### src/rtl/lcd_tg_pkg.sv
package lcd_tg_pkg;
  localparam int unsigned ADDR_W = 3;
  localparam int unsigned DATA_W = 32;

  typedef enum logic [ADDR_W-1:0] {
    RA_CTRL = 3'd0,
    RA_POL  = 3'd1,
    RA_HTIM = 3'd2,
    RA_VTIM = 3'd3,
    RA_SIZE = 3'd4,
    RA_IRQ  = 3'd5
  } reg_addr_e;

  // bit order matches the polarity register layout
  typedef struct packed {
    logic clk;
    logic de;
    logic hs;
    logic vs;
  } pol_t;

  localparam int unsigned CTRL_RUN_BIT  = 0;
  localparam int unsigned CTRL_RUNF_BIT = 1;
  localparam int unsigned CTRL_DIV_LSB  = 8;
  localparam int unsigned SIZE_V_LSB    = 16;
endpackage

### src/rtl/lcd_tg_regs.sv
module lcd_tg_regs
  import lcd_tg_pkg::*;
#(
  parameter int unsigned PORCH_W = 8,
  parameter int unsigned SIZE_W  = 11,
  parameter int unsigned DIV_W   = 8
) (
  input  logic                clk_i,
  input  logic                rst_ni,
  input  logic                wr_en_i,
  input  logic [ADDR_W-1:0]   addr_i,
  input  logic [DATA_W-1:0]   wdata_i,
  input  logic                frame_start_i,
  output logic [DATA_W-1:0]   rdata_o,
  output logic                run_o,
  output logic                run_f_o,
  output logic [DIV_W-1:0]    div_o,
  output pol_t                pol_o,
  output logic [PORCH_W-1:0]  sw_o  [2],
  output logic [PORCH_W-1:0]  bp_o  [2],
  output logic [PORCH_W-1:0]  fp_o  [2],
  output logic [SIZE_W-1:0]   act_o [2],
  output logic                irq_o
);
  localparam logic [DIV_W-1:0] DIV_MAX = DIV_W'((1 << DIV_W) - 2);

  logic [DIV_W-1:0] div_wr;
  logic             irq_clr;

  assign div_wr  = (wdata_i[CTRL_DIV_LSB +: DIV_W] > DIV_MAX) ? DIV_MAX
                                                               : wdata_i[CTRL_DIV_LSB +: DIV_W];
  assign irq_clr = wr_en_i && (addr_i == RA_IRQ) && wdata_i[0];

  always_ff @(posedge clk_i or negedge rst_ni) begin
    if (!rst_ni) begin
      run_o   <= 1'b0;
      run_f_o <= 1'b0;
      div_o   <= '0;
      pol_o   <= '0;
      for (int a = 0; a < 2; a++) begin
        sw_o[a]  <= '0;
        bp_o[a]  <= '0;
        fp_o[a]  <= '0;
        act_o[a] <= '0;
      end
    end else if (wr_en_i) begin
      case (addr_i)
        RA_CTRL: begin
          run_o   <= wdata_i[CTRL_RUN_BIT];
          run_f_o <= wdata_i[CTRL_RUNF_BIT];
          div_o   <= div_wr;
        end
        RA_POL:  pol_o <= pol_t'(wdata_i[3:0]);
        RA_HTIM: begin
          sw_o[0] <= wdata_i[0 +: PORCH_W];
          bp_o[0] <= wdata_i[PORCH_W +: PORCH_W];
          fp_o[0] <= wdata_i[2*PORCH_W +: PORCH_W];
        end
        RA_VTIM: begin
          sw_o[1] <= wdata_i[0 +: PORCH_W];
          bp_o[1] <= wdata_i[PORCH_W +: PORCH_W];
          fp_o[1] <= wdata_i[2*PORCH_W +: PORCH_W];
        end
        RA_SIZE: begin
          act_o[0] <= wdata_i[0 +: SIZE_W];
          act_o[1] <= wdata_i[SIZE_V_LSB +: SIZE_W];
        end
        default: ;
      endcase
    end
  end

  // frame start wins over a same-cycle clear
  always_ff @(posedge clk_i or negedge rst_ni) begin
    if (!rst_ni)            irq_o <= 1'b0;
    else if (frame_start_i) irq_o <= 1'b1;
    else if (irq_clr)       irq_o <= 1'b0;
  end

  always_comb begin
    rdata_o = '0;
    case (addr_i)
      RA_CTRL: begin
        rdata_o[CTRL_RUN_BIT]              = run_o;
        rdata_o[CTRL_RUNF_BIT]             = run_f_o;
        rdata_o[CTRL_DIV_LSB +: DIV_W]     = div_o;
      end
      RA_POL:  rdata_o[3:0] = pol_o;
      RA_HTIM: begin
        rdata_o[0 +: PORCH_W]          = sw_o[0];
        rdata_o[PORCH_W +: PORCH_W]    = bp_o[0];
        rdata_o[2*PORCH_W +: PORCH_W]  = fp_o[0];
      end
      RA_VTIM: begin
        rdata_o[0 +: PORCH_W]          = sw_o[1];
        rdata_o[PORCH_W +: PORCH_W]    = bp_o[1];
        rdata_o[2*PORCH_W +: PORCH_W]  = fp_o[1];
      end
      RA_SIZE: begin
        rdata_o[0 +: SIZE_W]           = act_o[0];
        rdata_o[SIZE_V_LSB +: SIZE_W]  = act_o[1];
      end
      RA_IRQ:  rdata_o[0] = irq_o;
      default: ;
    endcase
  end
endmodule

### src/rtl/lcd_tg_clkdiv.sv
module lcd_tg_clkdiv #(
  parameter int unsigned DIV_W = 8
) (
  input  logic             clk_i,
  input  logic             rst_ni,
  input  logic             run_i,
  input  logic [DIV_W-1:0] div_i,
  output logic             tick_o
);
  logic [DIV_W-1:0] cnt_q;

  assign tick_o = run_i && (cnt_q == '0);

  always_ff @(posedge clk_i or negedge rst_ni) begin
    if (!rst_ni)              cnt_q <= '0;
    else if (!run_i)          cnt_q <= '0;
    else if (cnt_q >= div_i)  cnt_q <= '0;
    else                      cnt_q <= cnt_q + 1'b1;
  end
endmodule

### src/rtl/lcd_tg_axis.sv
module lcd_tg_axis #(
  parameter int unsigned PORCH_W = 8,
  parameter int unsigned SIZE_W  = 11
) (
  input  logic               clk_i,
  input  logic               rst_ni,
  input  logic               clear_i,
  input  logic               step_i,
  input  logic [PORCH_W-1:0] sw_i,
  input  logic [PORCH_W-1:0] bp_i,
  input  logic [PORCH_W-1:0] fp_i,
  input  logic [SIZE_W-1:0]  act_i,
  output logic               sync_o,
  output logic               active_o,
  output logic               last_o
);
  localparam int unsigned CNT_W = ((SIZE_W > PORCH_W) ? SIZE_W : PORCH_W) + 3;

  logic [CNT_W-1:0] cnt_q, sync_end, act_beg, act_end, last_val;

  // fields are minus-one: each segment length is field + 1
  assign sync_end = CNT_W'(sw_i) + 1'b1;
  assign act_beg  = sync_end + CNT_W'(bp_i) + 1'b1;
  assign act_end  = act_beg + CNT_W'(act_i) + 1'b1;
  assign last_val = act_end + CNT_W'(fp_i);

  assign sync_o   = cnt_q < sync_end;
  assign active_o = (cnt_q >= act_beg) && (cnt_q < act_end);
  assign last_o   = cnt_q == last_val;

  always_ff @(posedge clk_i or negedge rst_ni) begin
    if (!rst_ni)      cnt_q <= '0;
    else if (clear_i) cnt_q <= '0;
    else if (step_i)  cnt_q <= (cnt_q >= last_val) ? '0 : cnt_q + 1'b1;
  end
endmodule

### src/rtl/lcd_timing_gen.sv
module lcd_timing_gen
  import lcd_tg_pkg::*;
#(
  parameter int unsigned PORCH_W = 8,
  parameter int unsigned SIZE_W  = 11,
  parameter int unsigned DIV_W   = 8
) (
  input  logic        clk_i,
  input  logic        rst_ni,
  input  logic        wr_en_i,
  input  logic [2:0]  addr_i,
  input  logic [31:0] wdata_i,
  output logic [31:0] rdata_o,
  output logic        hsync_o,
  output logic        vsync_o,
  output logic        de_o,
  output logic        vclk_o,
  output logic        pclk_en_o,
  output logic        irq_o
);
  logic               run, run_f, run_q, live_q, tick, frame_start;
  logic [DIV_W-1:0]   div;
  pol_t               pol;
  logic [PORCH_W-1:0] sw [2];
  logic [PORCH_W-1:0] bp [2];
  logic [PORCH_W-1:0] fp [2];
  logic [SIZE_W-1:0]  act [2];
  logic [1:0]         ax_sync, ax_act, ax_last, ax_step;
  logic               hs_raw, vs_raw, de_raw;

  lcd_tg_regs #(.PORCH_W(PORCH_W), .SIZE_W(SIZE_W), .DIV_W(DIV_W)) u_regs (
    .clk_i, .rst_ni, .wr_en_i, .addr_i, .wdata_i,
    .frame_start_i(frame_start),
    .rdata_o,
    .run_o(run), .run_f_o(run_f), .div_o(div), .pol_o(pol),
    .sw_o(sw), .bp_o(bp), .fp_o(fp), .act_o(act),
    .irq_o
  );

  lcd_tg_clkdiv #(.DIV_W(DIV_W)) u_div (
    .clk_i, .rst_ni, .run_i(run), .div_i(div), .tick_o(tick)
  );

  // axis 0 counts pixels, axis 1 counts lines
  assign ax_step[0] = tick;
  assign ax_step[1] = tick && ax_last[0];

  for (genvar g = 0; g < 2; g++) begin : g_axis
    lcd_tg_axis #(.PORCH_W(PORCH_W), .SIZE_W(SIZE_W)) u_axis (
      .clk_i, .rst_ni,
      .clear_i(!run),
      .step_i(ax_step[g]),
      .sw_i(sw[g]), .bp_i(bp[g]), .fp_i(fp[g]), .act_i(act[g]),
      .sync_o(ax_sync[g]), .active_o(ax_act[g]), .last_o(ax_last[g])
    );
  end

  assign frame_start = run && (!run_q || (tick && ax_last[0] && ax_last[1]));

  always_ff @(posedge clk_i or negedge rst_ni) begin
    if (!rst_ni) begin
      run_q  <= 1'b0;
      live_q <= 1'b0;
    end else begin
      run_q <= run;
      if (frame_start) live_q <= run_f;
    end
  end

  assign hs_raw = run && ax_sync[0];
  assign vs_raw = run && ax_sync[1];
  assign de_raw = run && live_q && ax_act[0] && ax_act[1];

  assign hsync_o   = hs_raw ^ pol.hs;
  assign vsync_o   = vs_raw ^ pol.vs;
  assign de_o      = de_raw ^ pol.de;
  assign vclk_o    = tick ^ pol.clk;
  assign pclk_en_o = tick;
endmodule

### config.mk
export PLATFORM = sky130hd
export DESIGN_NAME = lcd_timing_gen
export DESIGN_NICKNAME = d
export VERILOG_FILES = /design/src/rtl/lcd_tg_pkg.sv /design/src/rtl/lcd_tg_regs.sv /design/src/rtl/lcd_tg_clkdiv.sv /design/src/rtl/lcd_tg_axis.sv /design/src/rtl/lcd_timing_gen.sv
export SDC_FILE = /design/constraint.sdc
export NUM_CORES = 1
export LEC_CHECK = 0
export ABC_CLOCK_PERIOD_IN_PS = 17900
export CORE_MARGIN = 2
export CORE_UTILIZATION = 40
export DETAILED_ROUTE_END_ITERATION = 16
export SYNTH_ARGS = -nofsm -noshare
export SYNTH_HDL_FRONTEND = slang
export SYNTH_SLANG_ARGS = --single-unit
### constraint.sdc
create_clock -name clk_i -period 17.9 [get_ports clk_i]
set_clock_uncertainty 0.05 [all_clocks]
set_input_delay 4.475 -clock clk_i [delete_from_list [all_inputs] [get_ports clk_i]]
set_output_delay 4.475 -clock clk_i [all_outputs]
set_load 0.01 [all_outputs]
* Yosys cells after proc, flatten, opt, wreduce, memory -nomap -nowiden *
Index checks and enable logic that the tools add are counted.

operators by class
  bitwise logic cells = 4
  eq/ne operators = 9
  reductions and logical operators = 23
  order comparisons = 10
  add/subtract/negate cells = 15
  muxes and demuxes = 19

operators with widths
  operator                                                          count
  14-bit by 1-bit adder with 14-bit output (second input constant)  6
  14-bit 2-to-1 mux                                                 6
  14-bit by 8-bit adder with 14-bit output                          4
  14-bit >= comparator                                              4
  14-bit less-than comparator                                       4
  14-bit by 11-bit adder with 14-bit output                         2
  14-bit == test                                                    2
  8-bit 2-to-1 mux                                                  3
  8-bit one-hot mux with 3 select lines                             1
  8-bit by 1-bit adder with 9-bit output (second input constant)    2
  5-bit one-hot mux with 3 select lines                             1
  1-bit logical AND                                                 13
  3-bit one-hot mux with 4 select lines                             1
  4-bit one-hot mux with 3 select lines                             1
  2-bit AND reduction                                               5
  8-bit by 1-bit adder with 8-bit output (second input constant)    1
  8-bit >= comparator                                               1
  8-bit greater-than comparator (second input constant)             1
  8-bit logical NOT                                                 1
  2-bit one-hot mux with 4 select lines                             1
  3-bit by 2-bit == test with 1-bit output (second input constant)  2
  3-bit == test (second input constant)                             2
  1-bit one-hot mux with 6 select lines                             1
  1-bit one-hot mux with 5 select lines                             1
  other kinds (10)                                                  14

storage, ports and cells
  register bits = 123
  word-level logic and storage cells = 101

* Depth between registers and ports, before layout *
Gate-level depths: netlist of the first run.

  depth after elaboration = 12
  gate-level depth with buffers = 29

* Cells and area by module *
A second synthesis of the first run with hierarchy kept.

unflattened totals
  cells, all modules = 1,148
  area total of the unflattened synthesis = 10,871.7 µm²

modules (own cells, without submodules)
  module                          cells an instance  area each (µm²)  instances  seq. area each (µm²)
  lcd_tg_regs                     298                3,951.3          1          2,127.0
  lcd_tg_axis (g_axis[0].u_axis)  402                3,145.5          1          350.3
  lcd_tg_axis (g_axis[1].u_axis)  374                3,035.4          1          350.3
  lcd_tg_clkdiv                   60                 600.6            1          200.2
  lcd_timing_gen                  14                 138.9            1          50.0

* Worst setup path after synthesis of the first run *
No wires, ideal clock.

  kind = input -> output
  from = input addr_i[0]
  to = output rdata_o[2]
  setup slack = 7.545 ns
  required time = 13.375 ns
  cell stages on the path = 5
  data arrival time = 5.830 ns
  cells stage by stage = clkbuf_1 -> clkbuf_1 -> clkbuf_1 -> a22oi_1 -> o21ai_0

on the way
  cells in the longest elaborated chain, start to end = 2
  elaborated cells between the ends (all ways) = 5
  those cells by class = 4 x eq/ne; 1 x mux

RTL lines
  element                                      line                  source
  start: declaration                           lcd_timing_gen.sv:11  input logic [2:0] addr_i,
  3-bit == test, or another cell as far along  lcd_tg_regs.sv:82     case (addr_i)
  2-bit one-hot mux with 4 select lines *      lcd_tg_regs.sv:82
  end: declaration                             lcd_timing_gen.sv:13  output logic [31:0] rdata_o,

Mark *: on every way between the ends. The rest lies on a longest branch, timed or not.

* Final worst setup path of the first run *
  from = input addr_i[1]
  to = output rdata_o[17]

on the way
  cells in the longest elaborated chain, start to end = 2
  elaborated cells between the ends (all ways) = 4
  those cells by class = 3 x eq/ne; 1 x mux

RTL lines
  element                                                                    line
  3-bit == test or 3-bit by 2-bit == test with 1-bit output (tied branches)  lcd_tg_regs.sv:82
  8-bit one-hot mux with 3 select lines *                                    lcd_tg_regs.sv:82

Marked as above.

==> impl_metrics.py, run 1 <==
metrics = {
    "global_routing": {
        "groute.usage.overall_pct": 21.5,
        "initial_antenna_violation_count": 1,
        "met1_usage_pct": 30.9,
        "grt_busiest_layer": "met2",
        "met3_usage_pct": 3.29,
        "grt_first_pass_wirelength_um": 46100,
        "gr-usage-met2_pct": 33.1,
        "grt_pass1_vias": 8129,
        "grt_max_degree": 70,
        "grt_remaining_overflow": 0,
    },
    "drt": {
        "post_drt_wl_per_cell_um": 19.0,
        "drtPass1Iterations": 4,
        "drc": 0,
        "routed_via_density": 5.48,
        "ant_nets": 0,
        "dr.first_iter.drc_count": 519,
        "via_count": 8440,
        "wirelength_um": 29200,
    },
    "critical_path": {
        "critPathRequiredTime_ps": 13380,
        "reg_to_reg_endpoint": "g_axis[1].u_axis.cnt_q[11]",
        "timing.rr.start": "u_regs.sw_o[8]",
        "worst_setup_ep_type": "primary output",
        "timing.critical_path.fanout_max": 21,
        "crit_type": "in -> out",
        "worst-r2r-setup-slack_ps": 10940,
        "cp_data_arrival_time_ps": 7460,
        "critPathLaunchType": "input pin",
        "r2r.worst_path.cells": 26,
    },
    "clock_network": {
        "htree_levels": 4,
        "cts_resized": 0,
        "clk_path_buf_depth": 2,
        "cts_setup_buffers": 0,
        "clk_pin_slew_worst_paths_ps": 60,
        "clock_tree.root_cell": "clkbuf_16",
        "clk-insertion-delay-late_ps": 430,
        "cts_buffers": 17,
        "clock-sinks": 123,
        "clock_tree_from_tritoncts": "done",
        "ctsHoldBuffers": 0,
    },
    "final_layout": {
        "layout.cells.most_common_list": "156 x ha_1, 123 x dfrtp_1, 87 x inv_1",
        "area_delta_synth_final_pct": 15.7,
        "final_layout_size_suffix_gt1_share_pct": 11.1,
        "nets": 1391,
        "antennaDiodeCount": 0,
        "most_common_cell_after_layout_fill_and_taps_aside": "ha_1",
    },
    "synthesis": {
        "postSynthAreaPerCell_sq_um": 9.31,
        "dominant_combinational_cell_family_by_area_after_synthesis": "adder cells",
        "number_of_synthesized_register_bits": 123,
        "synth_cells": 1125,
        "area_share_of_and_or_nand_nor_cells_after_synthesis_pct": 13.9,
        "async_flop_share_pct": 100,
        "synth-xor-area-share_pct": 5.68,
        "muxShareOfSynthArea_pct": 10.7,
        "ys_warn_count": 0,
        "synth_edf_count": 0,
        "synth_compound_gate_area_share_pct": 15.8,
        "synth-adder-area-share_pct": 19.8,
        "synth_area_leader_cell": "dfrtp_1",
        "mappedNetlistArea_sq_um": 10500,
        "post_synth_main_area_contributors": "dfrtp_1 29%, ha_1 19%, mux2_2 8.1%",
        "synth_top_area_share_pct": 29.4,
        "synth.yosys.seq_area_share_pct": 29.4,
        "yosysUniqueCellTypes": 61,
        "yosys_most_used_dff": "dfrtp_1",
    },
    "timing": {
        "final_min_period_over_clock_period_pct": 67.0,
        "fin_crit_ps": 11990,
        "finalSetupViolations": 0,
        "finalHoldViolations": 0,
        "timing_max_transition_violations_final": 0,
        "fmax_ghz": 0.0834,
        "holdWs_ps": 478,
        "slew_headroom_pct": 24.6,
        "timing.setup.tns_ps": 0,
        "worst_slew_pin_slew_ps": 1130,
        "rsz0062_at_grt": "no",
    },
    "floorplan": {
        "floorplan.initialDensity_pct": 40.4,
        "die_area_sq_um": 27500,
        "std_cell_rows": 59,
        "design.core.area_sq_um": 25900,
        "chipHeight_um": 166,
        "pin_count": 76,
        "dieWidth_um": 166,
    },
    "pwr": {
        "power.ir.vdd_worst_v": 0.000102,
        "power.switching_mw": 1.16,
        "pwr-share-comb_pct": 67.9,
        "leakagePower_nw": 5.77,
        "switching_share_pct": 46.8,
        "power_per_cell_area_nw_per_um2": 204,
        "finalPower_mw": 2.47,
        "pwr-share-clk_pct": 16.1,
        "internal_power_mw": 1.32,
        "seq_power_share_pct": 16.0,
    },
    "status": {
        "outcome": "finished, final reports clean",
    },
    "placed_design": {
        "io_buffer_count": 65,
        "gpl.final_weighted_congestion": 0.865,
        "dpl.hpwl_um": 22600,
    },
    "worst_hold_path": {
        "whs_path_depth": 1,
        "min_from": "live_q",
        "hold_path_class": "reg -> reg",
        "worst_hold_path.endpoint": "live_q",
    },
    "run": {
        "maxCapViolations": 0,
    },
}
## flip-flops by register name (all words and copies together), names as in the netlist
register and count:
u_regs.pol_o 4, u_regs.irq_o 1, u_div.cnt_q 8, u_regs.act_o 22
u_regs.fp_o 16, u_regs.run_o 1, u_regs.sw_o 16, live_q 1
u_regs.bp_o 16, u_regs.run_f_o 1, u_regs.div_o 8, run_q 1
g_axis.u_axis.cnt_q 28
## worst max-delay path: stages
cell and delay, ps:
clkdlybuf4s50_1 1100, nand2b_1 660, o21ai_0 570, clkdlybuf4s50_1 630
## routing by layer
layer / share of wire (%) / up-vias
met5: 0 / -
met4: 2.2 / 0
met3: 3.8 / 35
met2: 44 / 206
met1: 50 / 4031
li1: - / 4168
## Yosys cell counts (20+ instances only)
master and n:
ha_1 156, dfrtp_1 123, inv_1 87, o21ai_0 82, mux2_2 75, nor2_1 72
a21oi_1 65, nand2_1 64, nand3_1 36, xor2_1 35, xnor2_1 33, nand2b_1 26
a21o_1 23, and3_1 23, mux2i_1 23, o21a_1 20
## power by group through the flow
stage	sequential, mW	combinational, mW	clock (mW)
floorplan	0.366	1.29	0
global placement	0.398	1.62	0
detailed placement	0.400	1.66	0
CTS	0.395	1.68	0.406
global route	0.402	1.90	0.419
finish	0.395	1.68	0.399
## worst max-delay path by stage
stage               from          end  depth (start not counted)  slack [ps]
2_1_floorplan  addr_i[0]   rdata_o[2]                          5        7550
3_3_place_gp   addr_i[1]  rdata_o[17]                          4        5790
3_5_place_dp   addr_i[1]  rdata_o[17]                          4        5810
4_1_cts        addr_i[1]  rdata_o[17]                          4        5790
5_1_grt        addr_i[1]  rdata_o[17]                          4        5700
6_report       addr_i[1]  rdata_o[17]                          4        5910
## cell families (layout without fill, tap and decap cells)
group / count (synthesis) / count (layout)
buf+inv: 115 / 189
fa+ha+maj: 162 / 162
flops: 123 / 123
other cells: 2 / 7
xor+xnor: 68 / 68
mux: 100 / 100
compound gates: 264 / 264
simple gates: 291 / 291
## cell type report
| type | count | area, sq um |
|---|---|---|
| fillers | 2487 | 13800 |
| multi-input cells | 892 | 6950 |
| flip-flops and latches | 123 | 3080 |
| repair buffers | 70 | 681 |
| clock buffers | 19 | 453 |
| well taps | 335 | 419 |
| inverters | 87 | 327 |
| clock inverters | 13 | 214 |
## metrics by stage
step | util (%) | std cells | instance area (sq um) | setup slack [ps]
2_1_floorplan | - | 1130 | 10500 | 7550
3_3_place_gp | 44.2 | 1507 | 11500 | 5790
3_5_place_dp | 44.2 | 1507 | 11500 | 5810
4_1_cts | 46.8 | 1539 | 12100 | 5790
5_1_grt | 46.8 | 1539 | 12100 | 5700
6_report | 46.8 | 1539 | 12100 | 5910
No activity file was read; power rests on OpenSTA's default activity.
==> run 2, diff against run 1 <==
--- a/config.mk
+++ b/config.mk
@@ -5,7 +5,7 @@
 export SDC_FILE = /design/constraint.sdc
 export NUM_CORES = 1
 export LEC_CHECK = 0
-export ABC_CLOCK_PERIOD_IN_PS = 17900
+export ABC_CLOCK_PERIOD_IN_PS = 10200
 export CORE_MARGIN = 2
 export CORE_UTILIZATION = 40
 export DETAILED_ROUTE_END_ITERATION = 16
==> constraint.sdc (replaced) <==
create_clock -name clk_i -period 10.2 [get_ports clk_i]
set_clock_uncertainty 0.05 [all_clocks]
set_input_delay 2.55 -clock clk_i [delete_from_list [all_inputs] [get_ports clk_i]]
set_output_delay 2.55 -clock clk_i [all_outputs]
set_load 0.01 [all_outputs]
==> impl_metrics.py, run 2 (same netlist as run 1, synthesis figures left out) <==
metrics = {
    "drt": {
        "ant_nets": 0,
        "post_drt_wl_per_cell_um": 18.8,
        "drc": 0,
        "wirelength_um": 29000,
        "via_count": 8373,
        "dr.first_iter.drc_count": 600,
        "routed_via_density": 5.43,
        "drtPass1Iterations": 5,
    },
    "placed_design": {
        "postPlaceCellArea_sq_um": 11500,
        "detailedPlace.worstSlack_ps": 1540,
        "gpl.final_weighted_congestion": 0.862,
        "dpl.hpwl_um": 22400,
        "dp.cells": 1510,
        "io_buffer_count": 65,
    },
    "clock_network": {
        "clk-insertion-delay-late_ps": 430,
        "cts_resized": 0,
        "cts_buffers": 17,
        "clk_pin_slew_worst_paths_ps": 70,
        "clock-sinks": 123,
        "clock_tree_from_tritoncts": "done",
        "clk_path_buf_depth": 2,
        "htree_levels": 4,
        "ctsHoldBuffers": 0,
        "clock_tree.root_cell": "clkbuf_16",
        "cts_setup_buffers": 0,
    },
    "final_layout": {
        "area_delta_synth_final_pct": 15.4,
        "nets": 1394,
        "largest_register": "g_axis.u_axis.cnt_q",
        "top_regs": "g_axis.u_axis.cnt_q (28), u_regs.act_o (22)",
        "fillers": 2479,
        "antennaDiodeCount": 0,
        "final_layout_size_suffix_gt1_share_pct": 11.4,
        "largest_reg_flops": 28,
        "non_filler_instance_count_after_layout": 1542,
        "layout.cells.most_common_list": "156 x ha_1, 123 x dfrtp_1, 87 x inv_1",
        "layout.cell_area.non_filler_sq_um": 12100,
        "most_common_cell_after_layout_fill_and_taps_aside": "ha_1",
    },
    "timing": {
        "finalSetupViolations": 0,
        "slew_headroom_pct": 21.3,
        "timing.setup.tns_ps": 0,
        "fmax_ghz": 0.109,
        "fin_crit_ps": 9140,
        "final_min_period_over_clock_period_pct": 89.6,
        "timing_max_transition_violations_final": 0,
        "finalHoldViolations": 0,
        "worst_slew_pin_slew_ps": 1170,
        "finalWorstSetupSlack_ps": 1060,
        "rsz0062_at_grt": "no",
    },
    "floorplan": {
        "chipHeight_um": 166,
        "design.core.area_sq_um": 25900,
        "pin_count": 76,
        "std_cell_rows": 59,
        "dieWidth_um": 166,
        "floorplan.initialDensity_pct": 40.4,
        "die_area_sq_um": 27500,
    },
    "global_routing": {
        "grt_pass1_vias": 8145,
        "grt_max_degree": 65,
        "gr-usage-met2_pct": 33.6,
        "groute.usage.overall_pct": 21.4,
        "met1_usage_pct": 30.8,
        "grt_remaining_overflow": 0,
        "initial_antenna_violation_count": 0,
        "grt_first_pass_wirelength_um": 45900,
        "met3_usage_pct": 3.10,
        "grt_busiest_layer": "met2",
    },
    "pwr": {
        "leakagePower_nw": 5.75,
        "power.ir.vdd_worst_v": 0.000157,
        "power_per_cell_area_nw_per_um2": 355,
    },
    "status": {
        "outcome": "finished, final reports clean",
    },
    "run": {
        "maxCapViolations": 0,
    },
    "critical_path": {
        "crit_path_max_incr_delay_ps": 590,
        "critPathRequiredTime_ps": 7600,
        "timing.critical_path.fanout_max": 8,
        "most_frequent_cell_on_critical_path": "ha_1",
        "crit_path_cell_trace": "ha_1 -> xor2_1 -> ha_1 -> a21o_1 -> a21oi_1 -> o21bai_1 -> a21oi_1 -> xnor2_1 -> ha_1 -> a21o_1 -> or3_1 -> o211ai_1 -> a21oi_1 -> o21ai_0 -> ha_1 -> nand2_1 -> nand2_1 -> a211oi_1 -> o21ai_0 -> a2111oi_0 -> nand4_1 -> xnor2_1 -> clkdlybuf4s50_1",
        "cp_slowest_cell": "clkdlybuf4s50_1",
        "worst_setup_ep_type": "primary output",
        "cp_data_arrival_time_ps": 6540,
        "crit_type": "reg -> out",
        "critPathLaunchType": "register",
    },
    "worst_hold_path": {
        "hold_path_class": "reg -> reg",
    },
}
-- run 2: layout make-up --
cell class | instances | area, sq um | area share (%)
multi-input combinational | 892 | 6950 | 57.5
inverter | 87 | 327 | 2.70
clock buffer | 17 | 425 | 3.52
sequential | 123 | 3080 | 25.5
clock inverter | 15 | 188 | 1.55
timing repair buffer | 73 | 703 | 5.82
tap | 335 | 419 | 3.47
-- run 2: where the power goes --
| part | internal, mW | leakage (nW) | total [mW] | switching, mW |
|---|---|---|---|---|
| registers | 0.572 | 1.54 | 0.691 | 0.119 |
| clock network | 0.389 | 0.291 | 0.647 | 0.258 |
| logic | 1.29 | 3.92 | 2.95 | 1.66 |
| total | 2.25 | 5.75 | 4.29 | 2.04 |
-- run 2: final timing paths --
kind	from	to	slack, ps	cells after the start
hold reg to reg	u_div.cnt_q[0]	u_div.cnt_q[0]	490	1
hold / removal	u_div.cnt_q[0]	u_div.cnt_q[0]	490	1
setup / recovery	u_regs.sw_o[8]	de_o	1060	23
min in group asynchronous	rst_ni	u_div.cnt_q[4]	2170	1
max in group asynchronous	rst_ni	u_regs.act_o[2]	6620	2
setup reg to reg	u_regs.sw_o[8]	g_axis[1].u_axis.cnt_q[11]	3300	26
-- run 2: per-stage QoR --
step                      util [%]  hold slack (ps)  total power [mW]
after floorplan                  -              299              2.91
after global placement        44.3              466              3.54
after detailed placement      44.3              465              3.60
after CTS                     46.7              481              4.28
after global routing          46.7              488              4.74
final                         46.7              486              4.29
-- run 2: per-layer routing --
metal | vias to the layer above | part of all wire (%)
li1 | 4164 | -
met1 | 3990 | 49
met2 | 193 | 44
met3 | 26 | 4.5
met4 | 0 | 1.7
met5 | - | 0
-- run 2: worst max-delay path, delay by kind of cell, from the launching register on --
kind,cells,cell delay (ps)
compound gates,11,2310
xor+xnor,3,770
fa+ha+maj,4,1270
buf+inv,1,590
flops,1,560
simple gates,4,600
==> run 3, diff against run 2 <==
--- a/config.mk
+++ b/config.mk
@@ -7,8 +7,9 @@
 export LEC_CHECK = 0
 export ABC_CLOCK_PERIOD_IN_PS = 10200
 export CORE_MARGIN = 2
-export CORE_UTILIZATION = 40
+export CORE_UTILIZATION = 55
 export DETAILED_ROUTE_END_ITERATION = 16
+export PLACE_DENSITY = 0.78
 export SYNTH_ARGS = -nofsm -noshare
 export SYNTH_HDL_FRONTEND = slang
 export SYNTH_SLANG_ARGS = --single-unit
==> impl_metrics.py, run 3 (same netlist as run 1, synthesis figures left out) <==
metrics = {
    "critical_path": {
        "critPathLaunchType": "register",
        "timing.rr.start": "u_regs.sw_o[8]",
        "r2r.worst_path.cells": 26,
        "timing.critical_path.fanout_max": 8,
        "critPathRequiredTime_ps": 7600,
        "reg_to_reg_endpoint": "g_axis[1].u_axis.cnt_q[11]",
        "cp_data_arrival_time_ps": 6510,
        "worst-r2r-setup-slack_ps": 3170,
        "worst_setup_ep_type": "primary output",
        "crit_type": "reg -> out",
    },
    "final_layout": {
        "largest_register": "g_axis.u_axis.cnt_q",
        "top_regs": "g_axis.u_axis.cnt_q (28), u_regs.act_o (22)",
        "final_layout_size_suffix_gt1_share_pct": 11.1,
        "fillers": 1509,
        "antennaDiodeCount": 0,
        "most_common_cell_after_layout_fill_and_taps_aside": "ha_1",
        "nets": 1392,
        "layout.cells.most_common_list": "156 x ha_1, 123 x dfrtp_1, 87 x inv_1",
        "largest_reg_flops": 28,
        "area_delta_synth_final_pct": 13.8,
    },
    "timing": {
        "final_min_period_over_clock_period_pct": 89.3,
        "fin_crit_ps": 9110,
        "worst_slew_pin_slew_ps": 1120,
        "finalSetupViolations": 0,
        "holdWs_ps": 481,
        "finalHoldViolations": 0,
        "timing.setup.tns_ps": 0,
        "slew_headroom_pct": 25.0,
        "rsz0062_at_grt": "no",
        "finalWorstSetupSlack_ps": 1090,
        "timing_max_transition_violations_final": 0,
        "fmax_ghz": 0.110,
    },
    "global_routing": {
        "groute.usage.overall_pct": 28.4,
        "grt_remaining_overflow": 0,
        "grt_first_pass_wirelength_um": 44100,
        "initial_antenna_violation_count": 0,
        "grt_max_degree": 71,
        "grt_pass1_vias": 8567,
    },
    "pwr": {
        "power.ir.vdd_worst_v": 0.000144,
        "power_per_cell_area_nw_per_um2": 358,
        "switching_share_pct": 47.5,
        "pwr-share-comb_pct": 69.6,
        "seq_power_share_pct": 16.1,
        "pwr-share-clk_pct": 14.2,
        "leakagePower_nw": 5.72,
        "power.switching_mw": 2.03,
        "internal_power_mw": 2.24,
    },
    "run": {
        "maxCapViolations": 0,
    },
    "drt": {
        "post_drt_wl_per_cell_um": 19.1,
        "dr.first_iter.drc_count": 629,
        "drtPass1Iterations": 7,
        "drc": 0,
        "via_count": 8717,
        "wirelength_um": 27500,
        "routed_via_density": 6.06,
        "ant_nets": 0,
    },
    "clock_network": {
        "cts_setup_buffers": 0,
        "htree_levels": 4,
        "cts_buffers": 17,
        "clk_pin_slew_worst_paths_ps": 60,
        "clk_path_buf_depth": 2,
        "clock-sinks": 123,
        "cts_resized": 0,
        "clock_tree_from_tritoncts": "done",
        "clock_tree.root_cell": "clkbuf_16",
        "ctsHoldBuffers": 0,
        "clk-insertion-delay-late_ps": 430,
    },
    "floorplan": {
        "dieWidth_um": 142,
        "floorplan.initialDensity_pct": 56.0,
        "pin_count": 76,
        "chipHeight_um": 142,
        "design.core.area_sq_um": 18700,
        "std_cell_rows": 50,
        "die_area_sq_um": 20200,
    },
    "worst_hold_path": {
        "worst_hold_path.endpoint": "u_div.cnt_q[0]",
        "hold_path_class": "reg -> reg",
        "whs_path_depth": 1,
        "min_from": "u_div.cnt_q[0]",
    },
    "placed_design": {
        "dpl.hpwl_um": 21200,
        "io_buffer_count": 65,
        "detailedPlace.worstSlack_ps": 1660,
        "gpl.final_weighted_congestion": 0.967,
    },
    "status": {
        "outcome": "finished, final reports clean",
    },
}
## run 3: worst max-delay path, stage by stage, from the launching register on
cell and delay, ps:
dfrtp_1 530, ha_1 300, xor2_1 260, ha_1 300, a21o_1 200, a21oi_1 240
o21bai_1 120, a21oi_1 230, xnor2_1 230, ha_1 330, a21o_1 190, or3_1 320
o211ai_1 270, a21boi_0 160, o31ai_2 400, ha_1 350, a21oi_1 160, a21oi_1 80
a2111oi_0 400, nand4_1 180, xnor2_1 260, clkdlybuf4s50_1 580
## run 3: routing by layer
layer | up-vias | wire length [um] | GRT usage, %
met5 | - | 0 | 0
met4 | 0 | 960 | 12.3
met3 | 50 | 1800 | 5.52
met2 | 313 | 12400 | 44.6
met1 | 4178 | 12400 | 38.3
li1 | 4176 | - | -
## run 3: worst max path at each step
stage,startpoint,endpoint,slack [ps],depth (start not counted)
2_1_floorplan,u_regs.sw_o[8],de_o,2920,19
3_3_place_gp,u_regs.sw_o[8],de_o,1770,21
3_5_place_dp,u_regs.sw_o[8],de_o,1660,21
4_1_cts,u_regs.sw_o[8],de_o,1060,21
5_1_grt,u_regs.sw_o[8],de_o,630,21
6_report,u_regs.sw_o[8],de_o,1090,21
## run 3: area by class of cell
cell class | instances | area, sq um | area share (%)
Clock buffer | 19 | 453 | 3.80
Timing Repair Buffer | 71 | 688 | 5.77
Sequential cell | 123 | 3080 | 25.8
Inverter | 87 | 327 | 2.74
Clock inverter | 12 | 140 | 1.17
Tap cell | 234 | 293 | 2.45
Multi-Input combinational cell | 892 | 6950 | 58.3
## run 3: per-stage QoR
stage	power [mW]	utilization (%)	area, sq um	std cells
final	4.27	63.8	11900	1438
after global routing	4.69	63.8	11900	1438
after CTS	4.23	63.8	11900	1438
after detailed placement	3.60	60.6	11300	1407
after global placement	3.49	60.6	11300	1407
after floorplan	2.91	-	10500	1130
## run 3: power groups by stage
stage                     Combinational [mW]  Clock [mW]  Sequential, mW
final                                   2.97       0.607           0.689
after global routing                    3.36       0.632           0.699
after global placement                  2.80           0           0.690
after floorplan                         2.27           0           0.643
after CTS                               2.93       0.612           0.687
after detailed placement                2.90           0           0.695
